--- src/rtl/vdom_pkg.sv ---
package vdom_pkg;

  typedef enum logic [2:0] {
    S_IDLE,
    S_LEAD,
    S_MEMW,
    S_SETTLE,
    S_RST_ON,
    S_ISO_OFF,
    S_RST_OFF,
    S_OFFW
  } seq_state_t;

  function automatic int vdom_max(input int a, input int b);
    return (a > b) ? a : b;
  endfunction

endpackage

--- src/rtl/vdom_tick.sv ---
module vdom_tick #(
  parameter int DIV = 100
) (
  input  logic clk,
  input  logic rst_n,
  input  logic clr,
  output logic tick
);
  localparam int PW = (DIV > 1) ? $clog2(DIV) : 1;

  logic [PW-1:0] cnt_q, cnt_d;

  assign tick = (cnt_q == PW'(DIV - 1));

  always_comb begin
    cnt_d = cnt_q;
    if (clr || tick) begin
      cnt_d = '0;
    end else begin
      cnt_d = cnt_q + PW'(1);
    end
  end

  always_ff @(posedge clk or negedge rst_n) begin
    if (!rst_n) begin
      cnt_q <= '0;
    end else begin
      cnt_q <= cnt_d;
    end
  end

endmodule

--- src/rtl/vdom_delay.sv ---
module vdom_delay #(
  parameter int DIV = 100,
  parameter int DW  = 16
) (
  input  logic          clk,
  input  logic          rst_n,
  input  logic          start,
  input  logic [DW-1:0] len_us,
  output logic          expire
);
  logic          active_q, active_d;
  logic [DW-1:0] cnt_q, cnt_d;
  logic          us_tick;
  logic          pre_clr;

  assign pre_clr = start || !active_q;

  vdom_tick #(.DIV(DIV)) u_tick (
    .clk   (clk),
    .rst_n (rst_n),
    .clr   (pre_clr),
    .tick  (us_tick)
  );

  assign expire = active_q && us_tick && (cnt_q == DW'(1));

  always_comb begin
    cnt_d    = cnt_q;
    active_d = active_q;
    if (start) begin
      cnt_d    = len_us;
      active_d = 1'b1;
    end else if (expire) begin
      cnt_d    = '0;
      active_d = 1'b0;
    end else if (active_q && us_tick) begin
      cnt_d = cnt_q - DW'(1);
    end
  end

  always_ff @(posedge clk or negedge rst_n) begin
    if (!rst_n) begin
      cnt_q    <= '0;
      active_q <= 1'b0;
    end else begin
      cnt_q    <= cnt_d;
      active_q <= active_d;
    end
  end

  // a wait is never loaded with zero length
  a_r10_len_nonzero: assert property (@(posedge clk) disable iff (!rst_n)
    start |-> (len_us != '0));

  // a new wait only starts when none is running or the current one ends
  a_r10_start_idle: assert property (@(posedge clk) disable iff (!rst_n)
    start |-> (!active_q || expire));

endmodule

--- src/rtl/vdom_memgate.sv ---
module vdom_memgate #(
  parameter int WORD_W = 32,
  parameter int GRP_W  = 2,
  parameter int AUX_LO = 8,
  parameter int AUX_HI = 15
) (
  input  logic                     clk,
  input  logic                     rst_n,
  input  logic                     step,
  input  logic                     set_dir,
  output logic [WORD_W-1:0]        w_a,
  output logic [WORD_W-1:0]        w_b,
  output logic [AUX_HI-AUX_LO:0]   w_c,
  output logic                     at_start
);
  localparam int NG    = WORD_W / GRP_W;
  localparam int NA    = AUX_HI - AUX_LO + 1;
  localparam int NSTEP = 2 * NG + NA;
  localparam int IW    = $clog2(NSTEP);
  localparam int TOT   = 2 * WORD_W + NA;
  localparam logic [WORD_W-1:0] GMASK = {{(WORD_W-GRP_W){1'b0}}, {GRP_W{1'b1}}};
  localparam logic [NA-1:0]     AONE  = {{(NA-1){1'b0}}, 1'b1};

  logic [IW-1:0]     idx_q, idx_d;
  logic              last;
  int                idx_i;
  logic [WORD_W-1:0] mask_w [2];
  logic [WORD_W-1:0] word_q [2];
  logic [NA-1:0]     mask_c;
  logic [NA-1:0]     aux_q;
  logic [TOT-1:0]    all_w;

  assign idx_i    = int'(idx_q);
  assign last     = (idx_q == IW'(NSTEP - 1));
  assign at_start = (idx_q == '0);

  always_comb begin
    mask_w[0] = '0;
    mask_w[1] = '0;
    mask_c    = '0;
    if (idx_i < NG) begin
      mask_w[0] = GMASK << (idx_i * GRP_W);
    end else if (idx_i < 2 * NG) begin
      mask_w[1] = GMASK << ((idx_i - NG) * GRP_W);
    end else begin
      mask_c = AONE << (idx_i - 2 * NG);
    end
  end

  always_comb begin
    idx_d = idx_q;
    if (step) begin
      idx_d = last ? '0 : idx_q + IW'(1);
    end
  end

  always_ff @(posedge clk or negedge rst_n) begin
    if (!rst_n) begin
      idx_q <= '0;
    end else if (step) begin
      idx_q <= idx_d;
    end
  end

  for (genvar g = 0; g < 2; g++) begin : g_bank
    always_ff @(posedge clk or negedge rst_n) begin
      if (!rst_n) begin
        word_q[g] <= '1;
      end else if (step) begin
        word_q[g] <= set_dir ? (word_q[g] | mask_w[g]) : (word_q[g] & ~mask_w[g]);
      end
    end
  end

  always_ff @(posedge clk or negedge rst_n) begin
    if (!rst_n) begin
      aux_q <= '1;
    end else if (step) begin
      aux_q <= set_dir ? (aux_q | mask_c) : (aux_q & ~mask_c);
    end
  end

  assign w_a   = word_q[0];
  assign w_b   = word_q[1];
  assign w_c   = aux_q;
  assign all_w = {word_q[0], word_q[1], aux_q};

  // memory bits move only on a step
  a_r3_hold_without_step: assert property (@(posedge clk) disable iff (!rst_n)
    !step |=> $stable(all_w));

  // one group at most changes per step
  a_r3_one_group: assert property (@(posedge clk) disable iff (!rst_n)
    step |=> ($countones(all_w ^ $past(all_w)) <= GRP_W));

  // power-up steps never set a bit
  a_r3_release_only: assert property (@(posedge clk) disable iff (!rst_n)
    (step && !set_dir) |=> ((all_w & ~$past(all_w)) == '0));

  // power-down steps never clear a bit
  a_r5_set_only: assert property (@(posedge clk) disable iff (!rst_n)
    (step && set_dir) |=> ((~all_w & $past(all_w)) == '0));

endmodule

--- src/rtl/vdom_fsm.sv ---
module vdom_fsm
  import vdom_pkg::*;
#(
  parameter int DW        = 16,
  parameter int LEAD_US   = 20,
  parameter int STEP_US   = 5,
  parameter int SETTLE_US = 20,
  parameter int OFF_US    = 20000
) (
  input  logic          clk,
  input  logic          rst_n,
  input  logic          on_req,
  input  logic          off_req,
  input  logic          dly_exp,
  input  logic          mem_at_start,
  output logic          dly_start,
  output logic [DW-1:0] dly_len,
  output logic          mem_step,
  output logic          mem_set,
  output logic          pwr_dn,
  output logic          iso_en,
  output logic          dom_rst,
  output logic          clk_en,
  output logic          busy,
  output logic          done
);
  seq_state_t state_q, state_d;
  logic dir_q, dir_d;
  logic on_q, on_d;
  logic pwr_q, pwr_d;
  logic iso_q, iso_d;
  logic rst_q, rst_d;
  logic clk_q, clk_d;
  logic done_q, done_d;

  always_comb begin
    state_d   = state_q;
    dir_d     = dir_q;
    on_d      = on_q;
    pwr_d     = pwr_q;
    iso_d     = iso_q;
    rst_d     = rst_q;
    clk_d     = clk_q;
    done_d    = 1'b0;
    dly_start = 1'b0;
    dly_len   = '0;
    mem_step  = 1'b0;
    unique case (state_q)
      S_IDLE: begin
        if (on_req) begin
          if (on_q) begin
            done_d = 1'b1;
          end else begin
            dir_d     = 1'b0;
            pwr_d     = 1'b0;
            dly_start = 1'b1;
            dly_len   = DW'(LEAD_US);
            state_d   = S_LEAD;
          end
        end else if (off_req) begin
          if (!on_q) begin
            done_d = 1'b1;
          end else begin
            dir_d     = 1'b1;
            iso_d     = 1'b1;
            dly_start = 1'b1;
            dly_len   = DW'(LEAD_US);
            state_d   = S_LEAD;
          end
        end
      end
      S_LEAD: begin
        if (dly_exp) begin
          mem_step  = 1'b1;
          dly_start = 1'b1;
          dly_len   = DW'(STEP_US);
          state_d   = S_MEMW;
        end
      end
      S_MEMW: begin
        if (dly_exp) begin
          dly_start = 1'b1;
          if (mem_at_start) begin
            dly_len = DW'(SETTLE_US);
            state_d = S_SETTLE;
          end else begin
            mem_step = 1'b1;
            dly_len  = DW'(STEP_US);
          end
        end
      end
      S_SETTLE: begin
        if (dly_exp) begin
          if (dir_q) begin
            pwr_d     = 1'b1;
            dly_start = 1'b1;
            dly_len   = DW'(OFF_US);
            state_d   = S_OFFW;
          end else begin
            rst_d   = 1'b1;
            state_d = S_RST_ON;
          end
        end
      end
      S_RST_ON: begin
        iso_d   = 1'b0;
        state_d = S_ISO_OFF;
      end
      S_ISO_OFF: begin
        rst_d   = 1'b0;
        state_d = S_RST_OFF;
      end
      S_RST_OFF: begin
        clk_d   = 1'b1;
        on_d    = 1'b1;
        done_d  = 1'b1;
        state_d = S_IDLE;
      end
      S_OFFW: begin
        if (dly_exp) begin
          clk_d   = 1'b0;
          on_d    = 1'b0;
          done_d  = 1'b1;
          state_d = S_IDLE;
        end
      end
      default: state_d = S_IDLE;
    endcase
  end

  always_ff @(posedge clk or negedge rst_n) begin
    if (!rst_n) begin
      state_q <= S_IDLE;
      dir_q   <= 1'b0;
      on_q    <= 1'b0;
      pwr_q   <= 1'b1;
      iso_q   <= 1'b1;
      rst_q   <= 1'b1;
      clk_q   <= 1'b0;
      done_q  <= 1'b0;
    end else begin
      state_q <= state_d;
      dir_q   <= dir_d;
      on_q    <= on_d;
      pwr_q   <= pwr_d;
      iso_q   <= iso_d;
      rst_q   <= rst_d;
      clk_q   <= clk_d;
      done_q  <= done_d;
    end
  end

  assign mem_set = dir_q;
  assign pwr_dn  = pwr_q;
  assign iso_en  = iso_q;
  assign dom_rst = rst_q;
  assign clk_en  = clk_q;
  assign busy    = (state_q != S_IDLE);
  assign done    = done_q;

  // isolation is lifted only while the domain is powered
  a_r11_iso_needs_power: assert property (@(posedge clk) disable iff (!rst_n)
    !iso_q |-> !pwr_q);

  // clocks come on only with isolation off and resets released
  a_r11_clk_on_clean: assert property (@(posedge clk) disable iff (!rst_n)
    $rose(clk_q) |-> (!iso_q && !rst_q));

  // clocks stop only after the switch is off
  a_r6_clk_off_after_switch: assert property (@(posedge clk) disable iff (!rst_n)
    $fell(clk_q) |-> pwr_q);

  // completion is reported only when back in idle
  a_r8_done_idle: assert property (@(posedge clk) disable iff (!rst_n)
    done_q |-> (state_q == S_IDLE));

  // no sequence starts without a request
  a_r2_start_needs_req: assert property (@(posedge clk) disable iff (!rst_n)
    ((state_q == S_IDLE) && !on_req && !off_req) |=> (state_q == S_IDLE));

endmodule

--- src/rtl/vdom_pwr_seq.sv ---
module vdom_pwr_seq
  import vdom_pkg::*;
#(
  parameter int TICK_DIV  = 100,
  parameter int LEAD_US   = 20,
  parameter int STEP_US   = 5,
  parameter int SETTLE_US = 20,
  parameter int OFF_US    = 20000,
  parameter int WORD_W    = 32,
  parameter int GRP_W     = 2,
  parameter int AUX_LO    = 8,
  parameter int AUX_HI    = 15
) (
  input  logic                   clk,
  input  logic                   rst_n,
  input  logic                   on_req,
  input  logic                   off_req,
  output logic                   pwr_dn,
  output logic                   iso_en,
  output logic [WORD_W-1:0]      mem_pd_a,
  output logic [WORD_W-1:0]      mem_pd_b,
  output logic [AUX_HI-AUX_LO:0] mem_pd_c,
  output logic                   dom_rst,
  output logic                   clk_en,
  output logic                   busy,
  output logic                   done
);
  localparam int MAX_US = vdom_max(vdom_max(LEAD_US, STEP_US), vdom_max(SETTLE_US, OFF_US));
  localparam int DW     = $clog2(MAX_US + 1);

  logic          rst_meta, rst_core;
  logic          dly_start, dly_exp;
  logic [DW-1:0] dly_len;
  logic          mem_step, mem_set, mem_at_start;

  always_ff @(posedge clk or negedge rst_n) begin
    if (!rst_n) begin
      rst_meta <= 1'b0;
      rst_core <= 1'b0;
    end else begin
      rst_meta <= 1'b1;
      rst_core <= rst_meta;
    end
  end

  vdom_fsm #(
    .DW        (DW),
    .LEAD_US   (LEAD_US),
    .STEP_US   (STEP_US),
    .SETTLE_US (SETTLE_US),
    .OFF_US    (OFF_US)
  ) u_fsm (
    .clk          (clk),
    .rst_n        (rst_core),
    .on_req       (on_req),
    .off_req      (off_req),
    .dly_exp      (dly_exp),
    .mem_at_start (mem_at_start),
    .dly_start    (dly_start),
    .dly_len      (dly_len),
    .mem_step     (mem_step),
    .mem_set      (mem_set),
    .pwr_dn       (pwr_dn),
    .iso_en       (iso_en),
    .dom_rst      (dom_rst),
    .clk_en       (clk_en),
    .busy         (busy),
    .done         (done)
  );

  vdom_delay #(
    .DIV (TICK_DIV),
    .DW  (DW)
  ) u_delay (
    .clk    (clk),
    .rst_n  (rst_core),
    .start  (dly_start),
    .len_us (dly_len),
    .expire (dly_exp)
  );

  vdom_memgate #(
    .WORD_W (WORD_W),
    .GRP_W  (GRP_W),
    .AUX_LO (AUX_LO),
    .AUX_HI (AUX_HI)
  ) u_mem (
    .clk      (clk),
    .rst_n    (rst_core),
    .step     (mem_step),
    .set_dir  (mem_set),
    .w_a      (mem_pd_a),
    .w_b      (mem_pd_b),
    .w_c      (mem_pd_c),
    .at_start (mem_at_start)
  );

endmodule

--- config.mk ---
export PLATFORM = sky130hd
export DESIGN_NAME = vdom_pwr_seq
export DESIGN_NICKNAME = d
export VERILOG_FILES = /design/src/rtl/vdom_pkg.sv /design/src/rtl/vdom_tick.sv /design/src/rtl/vdom_delay.sv /design/src/rtl/vdom_memgate.sv /design/src/rtl/vdom_fsm.sv /design/src/rtl/vdom_pwr_seq.sv
export SDC_FILE = /design/constraint.sdc
export NUM_CORES = 1
export LEC_CHECK = 0
export ABC_AREA = 1
export BUFFER_PORTS_ARGS = -buffer_cell sky130_fd_sc_hd__buf_2
export CORE_ASPECT_RATIO = 0.75
export CORE_MARGIN = 1.5
export CORE_UTILIZATION = 56
export DETAILED_ROUTE_END_ITERATION = 12
export GPL_ROUTABILITY_DRIVEN = 0
export PLACE_DENSITY = 0.79
export SYNTH_ARGS = -nofsm -noshare
export SYNTH_HDL_FRONTEND = slang
export SYNTH_SLANG_ARGS = --single-unit
--- constraint.sdc ---
create_clock -name clk -period 3.1 [get_ports clk]
set_input_delay 0.465 -clock clk [delete_from_list [all_inputs] [get_ports clk]]
set_output_delay 0.465 -clock clk [all_outputs]
set_load 0.03 [all_outputs]
==> results of run 1 <==
## power by group
group	switching, uW	internal, uW	leakage (uW)
clock network	432	710	0.000149
registers	139	1170	0.000893
logic	585	274	0.00141
## worst min-delay path by stage
stage	end	from	slack [ns]	cells past startpoint
after floorplan	rst_core	rst_n	0.17	0
after global placement	rst_meta	rst_n	0.25	1
after detailed placement	rst_meta	rst_n	0.25	1
after CTS	u_fsm.mem_set	on_req	0.36	2
after global routing	rst_core	rst_meta	0.37	0
final	rst_core	rst_meta	0.36	0
## worst register-to-register path: stages, from the launching register on
cell and delay [ns]:
sky130_fd_sc_hd__dfrtp_1 0.39, sky130_fd_sc_hd__inv_1 0.29, sky130_fd_sc_hd__ha_1 0.76, sky130_fd_sc_hd__inv_1 0.46, sky130_fd_sc_hd__nor4_1 0.35, sky130_fd_sc_hd__nand2_1 0.12, sky130_fd_sc_hd__nand2_1 0.09, sky130_fd_sc_hd__o21ai_1 0.07
## cell usage in the layout, fill, tap and decap left out, types with 2 or more instances in the layout
cell type,count
sky130_fd_sc_hd__nand2_2,3
sky130_fd_sc_hd__o21ai_1,40
sky130_fd_sc_hd__nor3_1,36
sky130_fd_sc_hd__nor4_1,17
sky130_fd_sc_hd__xor2_1,12
sky130_fd_sc_hd__buf_4,10
sky130_fd_sc_hd__ha_1,9
sky130_fd_sc_hd__nor2_2,5
sky130_fd_sc_hd__nand4_1,6
sky130_fd_sc_hd__nor2_1,57
sky130_fd_sc_hd__xnor2_1,4
sky130_fd_sc_hd__o21ai_0,22
sky130_fd_sc_hd__clkinvlp_4,2
sky130_fd_sc_hd__buf_2,81
sky130_fd_sc_hd__nand2_1,172
sky130_fd_sc_hd__bufinv_16,2
sky130_fd_sc_hd__inv_1,39
sky130_fd_sc_hd__clkbuf_16,9
sky130_fd_sc_hd__a21oi_1,2
sky130_fd_sc_hd__clkinv_1,4
sky130_fd_sc_hd__dfrtp_1,36
sky130_fd_sc_hd__dfstp_2,43
sky130_fd_sc_hd__nand3_1,71
## through the flow
step	instances	worst slack [ns]	hold WS [ns]	instance area [um2]
CTS	806	0.4975	0.3602	5418
detailed placement	789	0.5246	0.2548	5086
global placement	789	0.7185	0.2502	5086
finish	806	0.4651	0.3590	5418
floorplan	653	0.7821	0.1694	4868
global route	806	0.1038	0.3684	5418
## final cells by class
class	count	area (um2)	share of cell area (%)
clock buffers	10	229.0	4.226
clock inverters	6	92.59	1.709
inverters	44	165.2	3.048
multi-input cells	466	2248	41.50
flip-flops and latches	80	2057	37.97
well taps	108	135.1	2.494
repair buffers	92	490.5	9.053
## kinds of logic (layout without fill, tap and decap cells)
logic type / count (synthesis) / count (layout) / share of synthesized area, %
AOI/OAI and AO/OA: 68 / 68 / 7.222
adders and majority gates: 9 / 9 / 2.313
xor gates and xnor gates: 16 / 16 / 2.878
buffers and inverters: 107 / 152 / 11.59
DFF: 80 / 80 / 42.23
other: 1 / 1 / 0.07703
and+or+nand+nor: 372 / 372 / 33.69
## routing by layer
metal	track usage (%)	wire (um)	part of all wire [%]
met2	38.50	4837	44
met1	35.10	5283	48
met4	7.809	120	1.1
met5	0	0	0
met3	4.866	654	6.0
## repair_timing
item / 4_1_cts / 5_1_grt
setup endpoints to repair: 0 / 0
resized for setup: 0 / 0
hold endpoints to repair: 2 / 0
hold buffers: 1 / 0
==> flow_summary_export.csv, run 1 <==
group,metric,value,unit
critical_path,cpLargestDelayFamily,"adder cells",
finish,antenna_cells_inserted,0,
routing,detail-route-antenna-nets,0,
die,design.portCount,82,
die,die_width,110.7,um
critical_path,critical_path.endpoint_type,"register",
die,core-area,8454,um2
sta,finalCriticalPeriod,2.635,ns
pwr,maximum_resistive_drop_on_vdd,0.5562,mV
routing,route.detailed.wl_per_inst,13.52,um
die,fp.dieArea,9268,um2
critical_path,reg_to_reg_start,"u_mem.idx_q[5]",
sta,fin_crit_sh,85.00,%
yosys,synthCells,653,
pwr,leakage_component_of_the_power,0.002457,uW
critical_path,worst-setup-path-type,"reg -> reg",
global_routing,track_usage,24.75,%
routing,drt_wl_total,10900,um
run,max_cap_violations,0,
clock_tree,cts_tree,"done",
yosys,ys_top_cells_by_count,"sky130_fd_sc_hd__nand2_1, sky130_fd_sc_hd__nand3_1, sky130_fd_sc_hd__nor2_1, sky130_fd_sc_hd__dfstp_2, sky130_fd_sc_hd__o21ai_1",
routing,drt-vias-per-instance,5.450,
yosys,synth_cell_types,33,
clock_tree,cts_buf_count,9,
clock_tree,clock_root_cell,"sky130_fd_sc_hd__clkbuf_16",
critical_path,worstPathRequired,3.32,ns
critical_path,worstRegToRegCells,7,
worst_hold_path,worst_hold_path_type,"reg -> reg",
critical_path,critical_path_cell_count,7,
sta,final-setup-viol-count,0,
critical_path,critical_path.cell_chain,"inv_1 > ha_1 > inv_1 > nor4_1 > nand2_1 > nand2_1 > o21ai_1",
finish,num-nets-final,706,
critical_path,max_fanout_on_critical_path,25,
sta,sum_of_negative_setup_slack,0,ns
yosys,net_count_after_synthesis,666,
yosys,synth.area.top_cells,"sky130_fd_sc_hd__dfstp_2, sky130_fd_sc_hd__dfrtp_1, sky130_fd_sc_hd__nand2_1, sky130_fd_sc_hd__nand3_1, sky130_fd_sc_hd__buf_4",
sta,rsz0062_at_grt,"no",
clock_tree,cts.sinks,80,
global_routing,grt_pass1_wl,18910,um
finish,layout-area-overhead-vs-synth,11.28,%
yosys,synth_top_flop_cell,"sky130_fd_sc_hd__dfstp_2",
sta,report.final.hold_viol_count,0,
clock_tree,cts-root-to-sink-buffers,2,
yosys,asyncSetResetFlopFracSynth,100.0,%
yosys,yosys_warnings,0,
sta,fin_skew,0.008261,ns
clock_tree,clock_insertion_delay_worst_skew,0.34,ns
yosys,synth.most_common_cell,"sky130_fd_sc_hd__nand2_1",
yosys,synth_enable_flop_cells,0,
global_routing,antenna_found_initial,0,
critical_path,timing.critical_path.arrival,2.86,ns
die,fp.dieH,83.75,um
placement,place_hpwl,7600,um
yosys,synth.cell_area,4868,um2
placement,port_buffers,81,
status,run_status,"finished clean",
critical_path,crit_buf_inv,2,
pwr,post-layout-total-power,3312,uW
yosys,synth_largest_type_area_fraction,23.21,%
yosys,syn_avg_cell_area,7.455,um2
finish,layout.core_utilization,64.08,%
global_routing,grt_pass1_vias,4086,
clock_tree,clk_transition_reported_paths,0.06,ns
pwr,power.density,611.3,nW/um2
die,fp-row-count,29,
finish,post_route_cells_drive_above_1_share,23.50,%
critical_path,sort_of_element_at_the_start_of_the_critical_path,"register",
sta,max-slew-margin-rel,19.42,%
die,initial_core_util,57.58,%
yosys,yosys_register_bits,80,
clock_tree,setup_fix_bufs_post_cts,0,
yosys,synth_top_area_cell,"sky130_fd_sc_hd__dfstp_2",
sta,fmax,379.5,MHz
routing,vias,4393,
critical_path,crit_path_top_delay_cell,"sky130_fd_sc_hd__ha_1",
critical_path,regToRegSetupSlack,0.47,ns
yosys,seq_area_frac_synth,42.23,%
sta,worstMarginPinSlew,1.207,ns
critical_path,timing.critical_path.slowest_cell_delay,0.76,ns
finish,n_fill_cell,743,
routing,first_iter_violations,354,
sta,slew_violations,0,
global_routing,globalRouteOverflowTotal,0,
routing,post-route-drc-count,0,
global_routing,pin_count_of_the_biggest_net_entering_global_routing,52,
critical_path,timing.critical_path.from,"u_mem.idx_q[5]",
routing,drt_first_pass_iters,6,
clock_tree,cts.htree.levels,3,
Power figures use the tool's default switching activity.
==> run 2: changes to the inputs <==
--- a/config.mk
+++ b/config.mk
@@ -9,10 +9,10 @@
 export BUFFER_PORTS_ARGS = -buffer_cell sky130_fd_sc_hd__buf_2
 export CORE_ASPECT_RATIO = 0.75
 export CORE_MARGIN = 1.5
-export CORE_UTILIZATION = 56
+export CORE_UTILIZATION = 50
 export DETAILED_ROUTE_END_ITERATION = 12
 export GPL_ROUTABILITY_DRIVEN = 0
-export PLACE_DENSITY = 0.79
+export PLACE_DENSITY = 0.75
 export SYNTH_ARGS = -nofsm -noshare
 export SYNTH_HDL_FRONTEND = slang
 export SYNTH_SLANG_ARGS = --single-unit
==> constraint.sdc (replaced) <==
create_clock -name clk -period 2.41 [get_ports clk]
set_input_delay 0.3615 -clock clk [delete_from_list [all_inputs] [get_ports clk]]
set_output_delay 0.3615 -clock clk [all_outputs]
set_load 0.03 [all_outputs]
==> run 2 against run 1 <==
  * Total power up 31%
  * Clock-buffer cell count is 2 higher
  * Critical path depth grew 4
  * Maximum frequency increased by 25%
  * Largest cell class unchanged
  * Worst hold slack got worse by 0.19 ns
==> flow_summary_export.csv, run 2 (same netlist as run 1, synthesis figures left out) <==
group,metric,value,unit
pwr,switching_share,34.36,%
finish,num-nets-final,713,
die,fp.dieH,88.46,um
finish,antenna_cells_inserted,0,
global_routing,grt_pass1_vias,4070,
global_routing,pin_count_of_the_biggest_net_entering_global_routing,66,
pwr,leakage_component_of_the_power,0.002507,uW
critical_path,reg_to_reg_start,"u_delay.u_tick.cnt_q[0]",
routing,post-route-drc-count,0,
pwr,power.share.clock,34.7,%
clock_tree,clock_root_cell,"sky130_fd_sc_hd__clkbuf_16",
sta,rsz0062_at_grt,"no",
critical_path,worstPathRequired,2.64,ns
critical_path,timing.critical_path.arrival,2.34,ns
global_routing,global_route.peak_usage_layer,"met2",
clock_tree,cts.sinks,80,
clock_tree,cts.htree.levels,3,
sta,layout_setup_ws,0.3053,ns
global_routing,grt_util_met1,33.46,%
global_routing,gr-usage-met3,5.000,%
critical_path,crit_path_top_delay_cell,"sky130_fd_sc_hd__dfrtp_1",
finish,n_fill_cell,846,
sta,fin_skew,0.008240,ns
finish,post_route_cells_drive_above_1_share,24.26,%
critical_path,sort_of_element_at_the_start_of_the_critical_path,"register",
global_routing,globalRouteOverflowTotal,0,
finish,layout-area-overhead-vs-synth,13.36,%
critical_path,crit-reg2reg-capture,"u_delay.cnt_q[13]",
sta,fmax,475.1,MHz
clock_tree,cts_tree,"done",
pwr,total_switching_power,1492,uW
routing,drt-vias-per-instance,5.318,
pwr,internal-power,2849,uW
critical_path,critical_path.cell_chain,"ha_1 > inv_1 > nor2_2 > nand3_1 > nor2_1 > nand2_1 > nor2_1 > nor2_2 > buf_4 > nand3_1 > nand2_1",
global_routing,grt_use_met2,36.31,%
clock_tree,setup_fix_bufs_post_cts,0,
sta,slew_violations,0,
clock_tree,cts-root-to-sink-buffers,2,
routing,first_iter_violations,392,
pwr,power.sequential.fraction,38.7,%
routing,detail-route-antenna-nets,0,
critical_path,cpLargestDelayFamily,"simple AND/OR/NAND/NOR gates",
placement,port_buffers,81,
pwr,maximum_resistive_drop_on_vdd,0.5962,mV
clock_tree,cells_resized_by_post_cts_repair,0,
sta,fin_crit_sh,87.33,%
clock_tree,cts_buf_count,9,
critical_path,worstRegToRegCells,11,
critical_path,timing.critical_path.slowest_cell_delay,0.39,ns
clock_tree,clk_transition_reported_paths,0.06,ns
critical_path,max_fanout_on_critical_path,15,
critical_path,regToRegSetupSlack,0.31,ns
sta,sum_of_negative_setup_slack,0,ns
routing,route.detailed.wl_per_inst,13.41,um
die,fp-row-count,30,
die,initial_core_util,52.72,%
routing,drt_first_pass_iters,5,
critical_path,critical_path.endpoint_type,"register",
sta,report.final.hold_viol_count,0,
global_routing,antenna_found_initial,0,
run,max_cap_violations,0,
global_routing,track_usage,23.48,%
die,core-area,9234,um2
status,run_status,"finished clean",
worst_hold_path,worst_hold_path_type,"reg -> async",
placement,preCtsSetupSlack,0.3435,ns
finish,most-common-layout-cells,"sky130_fd_sc_hd__nand2_1, sky130_fd_sc_hd__buf_2, sky130_fd_sc_hd__nand3_1",
clock_tree,cts_hold_repair.buffers,1,
die,design.portCount,82,
clock_tree,clock_insertion_delay_worst_skew,0.34,ns
placement,place_hpwl,7875,um
die,fp.dieArea,10340,um2
critical_path,crit_buf_inv,2,
die,die_width,116.9,um
critical_path,worst-setup-path-type,"reg -> reg",
routing,drt_wl_total,11170,um
pwr,power.density,786.5,nW/um2
pwr,comb_pwr_share,26.6,%
finish,layout.cells.most_common,"sky130_fd_sc_hd__nand2_1",
global_routing,grt_pass1_wl,19150,um
sta,finalCriticalPeriod,2.105,ns
routing,vias,4430,
sta,final-setup-viol-count,0,
## run 2: metrics by stage
step                instances  power, uW  instance area, um2  utilization, %  hold WS, ns
floorplan                 653       2543                4868               -      0.06591
detailed placement        816       2837                5176           56.06       0.1470
global route              833       4604                5519           59.77       0.2071
global placement          816       2789                5176           56.06       0.1461
finish                    833       4341                5519           59.77       0.1718
CTS                       833       4365                5519           59.77       0.1855
## run 2: power groups by stage
stage | clock (uW) | sequential (uW) | combinational (uW)
after CTS | 1540 | 1680 | 1150
after detailed placement | 0 | 1700 | 1140
after floorplan | 0 | 1700 | 841
after global routing | 1580 | 1700 | 1320
final | 1510 | 1680 | 1150
after global placement | 0 | 1680 | 1110
## run 2: worst max-delay path by stage
stage / start / to / slack [ns] / cells past startpoint
after detailed placement: u_delay.u_tick.cnt_q[0] / u_delay.cnt_q[13] / 0.34 / 11
after global placement: u_delay.u_tick.cnt_q[0] / u_delay.cnt_q[13] / 0.44 / 11
after global routing: u_delay.u_tick.cnt_q[0] / u_delay.cnt_q[9] / 0.07 / 11
final: u_delay.u_tick.cnt_q[0] / u_delay.cnt_q[13] / 0.31 / 11
after CTS: u_delay.u_tick.cnt_q[0] / u_delay.cnt_q[13] / 0.30 / 11
after floorplan: rst_core / u_delay.active_q / 0.09 / 0
## run 2: metal layers
layer	routed length, um	part of all wire, %
met1	5469	49
met3	657	5.9
met5	0	0
met4	138	1.2
met2	4908	44
## run 2: worst reg2reg max path: stages (launching register included)
cell and delay, ns:
sky130_fd_sc_hd__dfrtp_1 0.39, sky130_fd_sc_hd__ha_1 0.20, sky130_fd_sc_hd__inv_1 0.07, sky130_fd_sc_hd__nor2_2 0.11, sky130_fd_sc_hd__nand3_1 0.10, sky130_fd_sc_hd__nor2_1 0.25
sky130_fd_sc_hd__nand2_1 0.26, sky130_fd_sc_hd__nor2_1 0.17, sky130_fd_sc_hd__nor2_2 0.09, sky130_fd_sc_hd__buf_4 0.19, sky130_fd_sc_hd__nand3_1 0.09, sky130_fd_sc_hd__nand2_1 0.06
## run 2: area by class of cell
cell class	instances	area [um2]	area share (%)
sequential	80	2057	37.27
clock inverter	4	76.32	1.383
multi-input combinational	466	2248	40.74
clock buffer	12	256.5	4.647
timing repair buffer	99	555.5	10.07
tap	128	160.2	2.902
inverter	44	165.2	2.993
